**src/rtl/rod_sorter_pkg.sv**
```systemverilog
package rod_sorter_pkg;

  typedef enum logic [2:0] {
    CLS_NONE,
    CLS_SHORT,
    CLS_GOOD,
    CLS_LONG,
    CLS_BAD
  } rod_class_e;

  // Spatial pattern of the three beams -> length class
  function automatic rod_class_e classify(input logic a, input logic b, input logic c);
    rod_class_e r;
    if (!a) begin
      r = CLS_NONE;
    end else begin
      case ({b, c})
        2'b00:   r = CLS_SHORT;
        2'b10:   r = CLS_GOOD;
        2'b11:   r = CLS_LONG;
        default: r = CLS_BAD;
      endcase
    end
    return r;
  endfunction

endpackage

```
**src/rtl/beam_sync.sv**
```systemverilog
module beam_sync #(
  parameter int WIDTH  = 3,
  parameter int STAGES = 2
) (
  input  logic             clk,
  input  logic             rst,
  input  logic [WIDTH-1:0] d,
  output logic [WIDTH-1:0] q
);
  logic [WIDTH-1:0] stage_q [STAGES];

  always_ff @(posedge clk) begin
    if (rst) begin
      for (int s = 0; s < STAGES; s++) stage_q[s] <= '0;
    end else begin
      stage_q[0] <= d;
      for (int s = 1; s < STAGES; s++) stage_q[s] <= stage_q[s-1];
    end
  end

  assign q = stage_q[STAGES-1];
endmodule

```
**src/rtl/rod_decider.sv**
```systemverilog
module rod_decider
  import rod_sorter_pkg::*;
(
  input  logic clk,
  input  logic rst,
  input  logic a_s,
  input  logic b_s,
  input  logic c_s,
  input  logic err_clear,
  output logic strobe_short,
  output logic strobe_good,
  output logic strobe_long,
  output logic err_flag
);
  logic       a_prev;
  logic       a_rise;
  rod_class_e cls;

  assign a_rise = a_s & ~a_prev;
  assign cls    = classify(a_s, b_s, c_s);

  always_ff @(posedge clk) begin
    if (rst) begin
      a_prev       <= 1'b0;
      strobe_short <= 1'b0;
      strobe_good  <= 1'b0;
      strobe_long  <= 1'b0;
      err_flag     <= 1'b0;
    end else begin
      a_prev       <= a_s;
      strobe_short <= a_rise && (cls == CLS_SHORT);
      strobe_good  <= a_rise && (cls == CLS_GOOD);
      strobe_long  <= a_rise && (cls == CLS_LONG);
      if (a_rise && (cls == CLS_BAD)) err_flag <= 1'b1;
      else if (err_clear)             err_flag <= 1'b0;
    end
  end

  AST_ONE_STROBE: assert property (@(posedge clk) disable iff (rst)
    $onehot0({strobe_short, strobe_good, strobe_long}));
  AST_STROBE_SINGLE: assert property (@(posedge clk) disable iff (rst)
    (strobe_short || strobe_good || strobe_long) |=> !(strobe_short || strobe_good || strobe_long));
  AST_HELD_NO_DECIDE: assert property (@(posedge clk) disable iff (rst)
    (a_s && a_prev) |=> !(strobe_short || strobe_good || strobe_long));
  AST_IDLE_NO_DECIDE: assert property (@(posedge clk) disable iff (rst)
    !a_s |=> !(strobe_short || strobe_good || strobe_long));
  AST_ERR_STICKY: assert property (@(posedge clk) disable iff (rst)
    (err_flag && !err_clear) |=> err_flag);
  AST_ERR_SILENT: assert property (@(posedge clk) disable iff (rst)
    (a_rise && !b_s && c_s) |=> (err_flag && !(strobe_short || strobe_good || strobe_long)));
endmodule

```
**src/rtl/arm_pulser.sv**
```systemverilog
module arm_pulser #(
  parameter int PULSE_CYCLES = 8
) (
  input  logic clk,
  input  logic rst,
  input  logic fire,
  output logic arm_o
);
  localparam int CNT_W = (PULSE_CYCLES > 1) ? $clog2(PULSE_CYCLES) : 1;
  localparam logic [CNT_W-1:0] LOAD = CNT_W'(PULSE_CYCLES - 1);

  logic [CNT_W-1:0] remain_q;
  logic             last_cycle;

  assign last_cycle = (remain_q == '0);

  always_ff @(posedge clk) begin
    if (rst) begin
      arm_o    <= 1'b0;
      remain_q <= '0;
    end else if (fire) begin
      arm_o    <= 1'b1;
      remain_q <= LOAD;
    end else if (arm_o) begin
      if (last_cycle) arm_o <= 1'b0;
      else            remain_q <= remain_q - 1'b1;
    end
  end

  AST_PULSE_START: assert property (@(posedge clk) disable iff (rst)
    fire |=> arm_o);
  AST_PULSE_HOLD: assert property (@(posedge clk) disable iff (rst)
    (arm_o && !last_cycle) |=> arm_o);
  AST_PULSE_END: assert property (@(posedge clk) disable iff (rst)
    (arm_o && last_cycle && !fire) |=> !arm_o);
endmodule

```
**src/rtl/rod_sorter.sv**
```systemverilog
module rod_sorter #(
  parameter int PULSE_CYCLES = 8,
  parameter int SYNC_STAGES  = 2
) (
  input  logic clk,
  input  logic rst,
  input  logic beam_a,
  input  logic beam_b,
  input  logic beam_c,
  input  logic err_clear,
  output logic arm_long,
  output logic arm_good,
  output logic strobe_short,
  output logic strobe_good,
  output logic strobe_long,
  output logic err_flag
);
  localparam int NUM_BEAMS = 3;

  logic [NUM_BEAMS-1:0] beams_sync;

  beam_sync #(.WIDTH(NUM_BEAMS), .STAGES(SYNC_STAGES)) u_sync (
    .clk (clk),
    .rst (rst),
    .d   ({beam_a, beam_b, beam_c}),
    .q   (beams_sync)
  );

  rod_decider u_decide (
    .clk          (clk),
    .rst          (rst),
    .a_s          (beams_sync[2]),
    .b_s          (beams_sync[1]),
    .c_s          (beams_sync[0]),
    .err_clear    (err_clear),
    .strobe_short (strobe_short),
    .strobe_good  (strobe_good),
    .strobe_long  (strobe_long),
    .err_flag     (err_flag)
  );

  arm_pulser #(.PULSE_CYCLES(PULSE_CYCLES)) u_arm_long (
    .clk   (clk),
    .rst   (rst),
    .fire  (strobe_long),
    .arm_o (arm_long)
  );

  arm_pulser #(.PULSE_CYCLES(PULSE_CYCLES)) u_arm_good (
    .clk   (clk),
    .rst   (rst),
    .fire  (strobe_good),
    .arm_o (arm_good)
  );

  AST_RESET_CLEAR: assert property (@(posedge clk)
    $past(rst) |-> !(arm_long || arm_good || strobe_short || strobe_good || strobe_long || err_flag));
endmodule

```
**config.mk**
```make
export PLATFORM = sky130hd
export DESIGN_NAME = rod_sorter
export DESIGN_NICKNAME = d
export VERILOG_FILES = /design/src/rtl/rod_sorter_pkg.sv /design/src/rtl/beam_sync.sv /design/src/rtl/rod_decider.sv /design/src/rtl/arm_pulser.sv /design/src/rtl/rod_sorter.sv
export SDC_FILE = /design/constraint.sdc
export NUM_CORES = 1
export LEC_CHECK = 0
export ABC_AREA = 1
export ABC_CLOCK_PERIOD_IN_PS = 1120
export BUFFER_PORTS_ARGS = -buffer_cell sky130_fd_sc_hd__buf_2
export CAP_MARGIN = 20
export CORE_ASPECT_RATIO = 0.9
export CORE_MARGIN = 2
export CORE_UTILIZATION = 50
export DETAILED_ROUTE_END_ITERATION = 6
export PLACE_DENSITY_LB_ADDON = 0.3
export RECOVER_POWER = 25
export SYNTH_ARGS = -nofsm -noshare
export SYNTH_HDL_FRONTEND = slang
export SYNTH_HIERARCHICAL = 1
export SYNTH_SLANG_ARGS = --single-unit
```
**constraint.sdc**
```tcl
create_clock -name clk -period 1.12 [get_ports clk]
set_input_delay 0.112 -clock clk [delete_from_list [all_inputs] [get_ports clk]]
set_output_delay 0.112 -clock clk [all_outputs]
set_load 0.005 [all_outputs]
```
==> flow_metrics.env <==
export IMPL_synthTopCellsByArea="dfxtp_1, ha_1, inv_1"
export IMPL_vias=675
export IMPL_fin_nets=142
export IMPL_status="completed"
export IMPL_worst_endpoint_arrival_ns=1.29
export IMPL_grt_pass1_wl_um=2111
export IMPL_cts_sinks=19
export IMPL_routed_wl_um=1331
export IMPL_critPathLaunchType="flip-flop"
export IMPL_io_buffer_count=11
export IMPL_place_congestion=0.7782
export IMPL_top_layer="met3"
export IMPL_diodes=0
export IMPL_slew_viol_final=0
export IMPL_yosysWarnings=6
export IMPL_utilization_pct=59.73
export IMPL_fin_crit_ns=1.048
export IMPL_place_inst=147
export IMPL_path_clk_slew_ns=0.10
export IMPL_wl_met1_um=655
export IMPL_criticalPathCategory="reg -> reg"
export IMPL_design_core_area_sq_mm=0.001647
export IMPL_area_delta_synth_final_pct=12.93
export IMPL_initial_core_util_pct=52.89
export IMPL_drc=0
export IMPL_fin_cells=152
export IMPL_grt_use_total_pct=14.27
export IMPL_dr_wl_met3_um=77
export IMPL_dp_slack_ns=0.01812
export IMPL_vdd_drop_max_uv=925.5
export IMPL_path_max_fanout=3
export IMPL_drtIter0Drc=19
export IMPL_hold_violations=0
export IMPL_ios=12
export IMPL_wl_met2_um=598
export IMPL_worst_pin_slew_ns=0.7390
export IMPL_maxSlewHeadroom_pct=50.73
export IMPL_rows=14
export IMPL_synth_top_cell_by_area="dfxtp_1"
export IMPL_synth_most_common_cell="inv_1"
export IMPL_syn_avg_cell_area_sq_um=7.572
export IMPL_period_share_pct=93.59
export IMPL_cts_hold_buf=0
export IMPL_wl_per_cell_um=8.757
export IMPL_drive_gt1_share_pct=25.78
export IMPL_die_area_sq_mm=0.002092
export IMPL_cts_made_buffers=3
export IMPL_die_height_um=43.59
export IMPL_crit_required_ns=1.36
export IMPL_clk_latency_ns=0.29
export IMPL_ys_ff_latch=19
export IMPL_total_power_w=0.001081
export IMPL_synth_cell_types=15
export IMPL_synth_top_area_share_pct=43.68
export IMPL_hold_class="in -> reg"
export IMPL_grt_max_degree=17
export IMPL_cts_tree="built"
export IMPL_crit_path_end_kind="flip-flop"
export IMPL_grt_antenna_before_repair=0
export IMPL_grt_pass1_vias=552
export IMPL_netlist_area_sq_um=870.8
export IMPL_syn_nets=128
export IMPL_hpwlAfterDp_um=951.2
export IMPL_clockBufferDepth=2
export IMPL_synth_edf_count=0
export IMPL_h_tree_depth=1
export IMPL_fmax_mhz=954.0
export IMPL_die_x_um=47.99
export IMPL_p_per_area_mw_per_mm2=1099
export IMPL_final_setup_viol_count=0
export IMPL_setup_slack_ns=0.07176
export IMPL_drv_cap=0
export IMPL_root_buffer="clkbuf_4"
export IMPL_ant_nets=0
export IMPL_fin_skew_ns=0.004897
export IMPL_synth_ff_type="dfxtp_1"
export IMPL_async_flop_share_pct=0
export IMPL_drt_vias_per_instance=4.441
export IMPL_drtPass1Iterations=4
export IMPL_synthTopCellsByCount="inv_1, dfxtp_1, nand2_1"
export IMPL_postSynthCellCount=115
export IMPL_grt_overflow_total=0
export IMPL_synth_seq_area_share_pct=43.68
export IMPL_leakagePower_nw=0.4991
## cell type report
type / instances / area [sq um]
fill: 176 / 663.1
sequential: 19 / 385.4
multi-input combinational: 67 / 382.9
inverter: 26 / 97.59
timing repair buffer: 12 / 61.31
tap: 24 / 30.03
clock buffer: 4 / 26.28
## where the power goes
part,switching [W],internal (W)
Clock,0.000191,0.000138
Combinational,0.0000354,0.0000224
Sequential,0.00000503,0.000688
## worst max-delay path: stages (launching register included)
cell	delay [ns]
dfxtp_2	0.34
inv_1	0.04
ha_1	0.28
inv_1	0.11
nand3b_1	0.12
nor2_2	0.11
## routing by layer
layer | global-route usage (%) | vias to the layer above
met5 | 0 | -
met4 | 6.486 | 0
met3 | 6.667 | 0
met2 | 19.20 | 18
met1 | 19.27 | 286
li1 | - | 371
## registers in the layout, indices dropped and copies added, names as in the netlist
| register | flops |
|---|---|
| u_arm_good/arm_o | 1 |
| u_arm_good/remain_q | 3 |
| u_arm_long/arm_o | 1 |
| u_arm_long/remain_q | 3 |
| u_decide/a_prev | 1 |
| u_decide/err_flag | 1 |
| u_decide/strobe_good | 1 |
| u_decide/strobe_long | 1 |
| u_decide/strobe_short | 1 |
| u_sync/stage_q | 6 |
## metrics by stage
stage               hold WS (ns)  instance area [sq um]  setup TNS [ns]
floorplan                 0.1811                  870.8               0
global placement          0.3121                  933.4               0
detailed placement        0.3215                  933.4               0
CTS                     0.009832                  960.9               0
global route            0.004379                  983.4        -0.02511
finish                   0.02000                  983.4               0
## path summary, 6_finish.rpt
check	startpoint	slack (ns)	end	cells past startpoint
max	u_sync/stage_q[0][4]	0.07	u_decide/strobe_good	5
min	beam_c	0.02	u_sync/stage_q[0][0]	3
max reg2reg	u_sync/stage_q[0][4]	0.07	u_decide/strobe_good	5
min reg2reg	u_sync/stage_q[0][1]	0.39	u_sync/stage_q[0][4]	2
## layout by cell type (no fill, tap or decap)
cell      Yosys  layout
a21oi_1       6       6
clkbuf_1      0       2
buf_4         3       1
nor2_2        1       3
nor2_4        1       1
buf_2         0      10
ha_1          7       6
o21ai_1       2       2
ha_2          0       1
nor2_1       15      13
nand3_1      11      11
dfxtp_2       0       4
nand3_2       1       1
inv_2         5       5
nand2_4       0       1
inv_1        21      21
nand2_1      17      17
nand2_2       4       3
dfxtp_1      19      15
nand3b_1      2       2
clkbuf_4      0       3
## cells by family (layout without fill, tap and decap cells)
| kind of cell | Yosys count | after routing | share of synthesized area [%] |
|---|---|---|---|
| AO/OA/AOI/OAI | 8 | 8 | 4.598 |
| AND/OR/NAND/NOR | 52 | 52 | 27.87 |
| adder cells (fa/ha/maj) | 7 | 7 | 10.06 |
| buffers and inverters | 29 | 42 | 13.79 |
| flip-flops | 19 | 19 | 43.68 |
## repair_timing
action	4_1_cts	5_1_grt
buffers inserted	0	1
resized for setup	1	7
setup endpoints to repair	1	7
(Power assumes the default switching activity.)
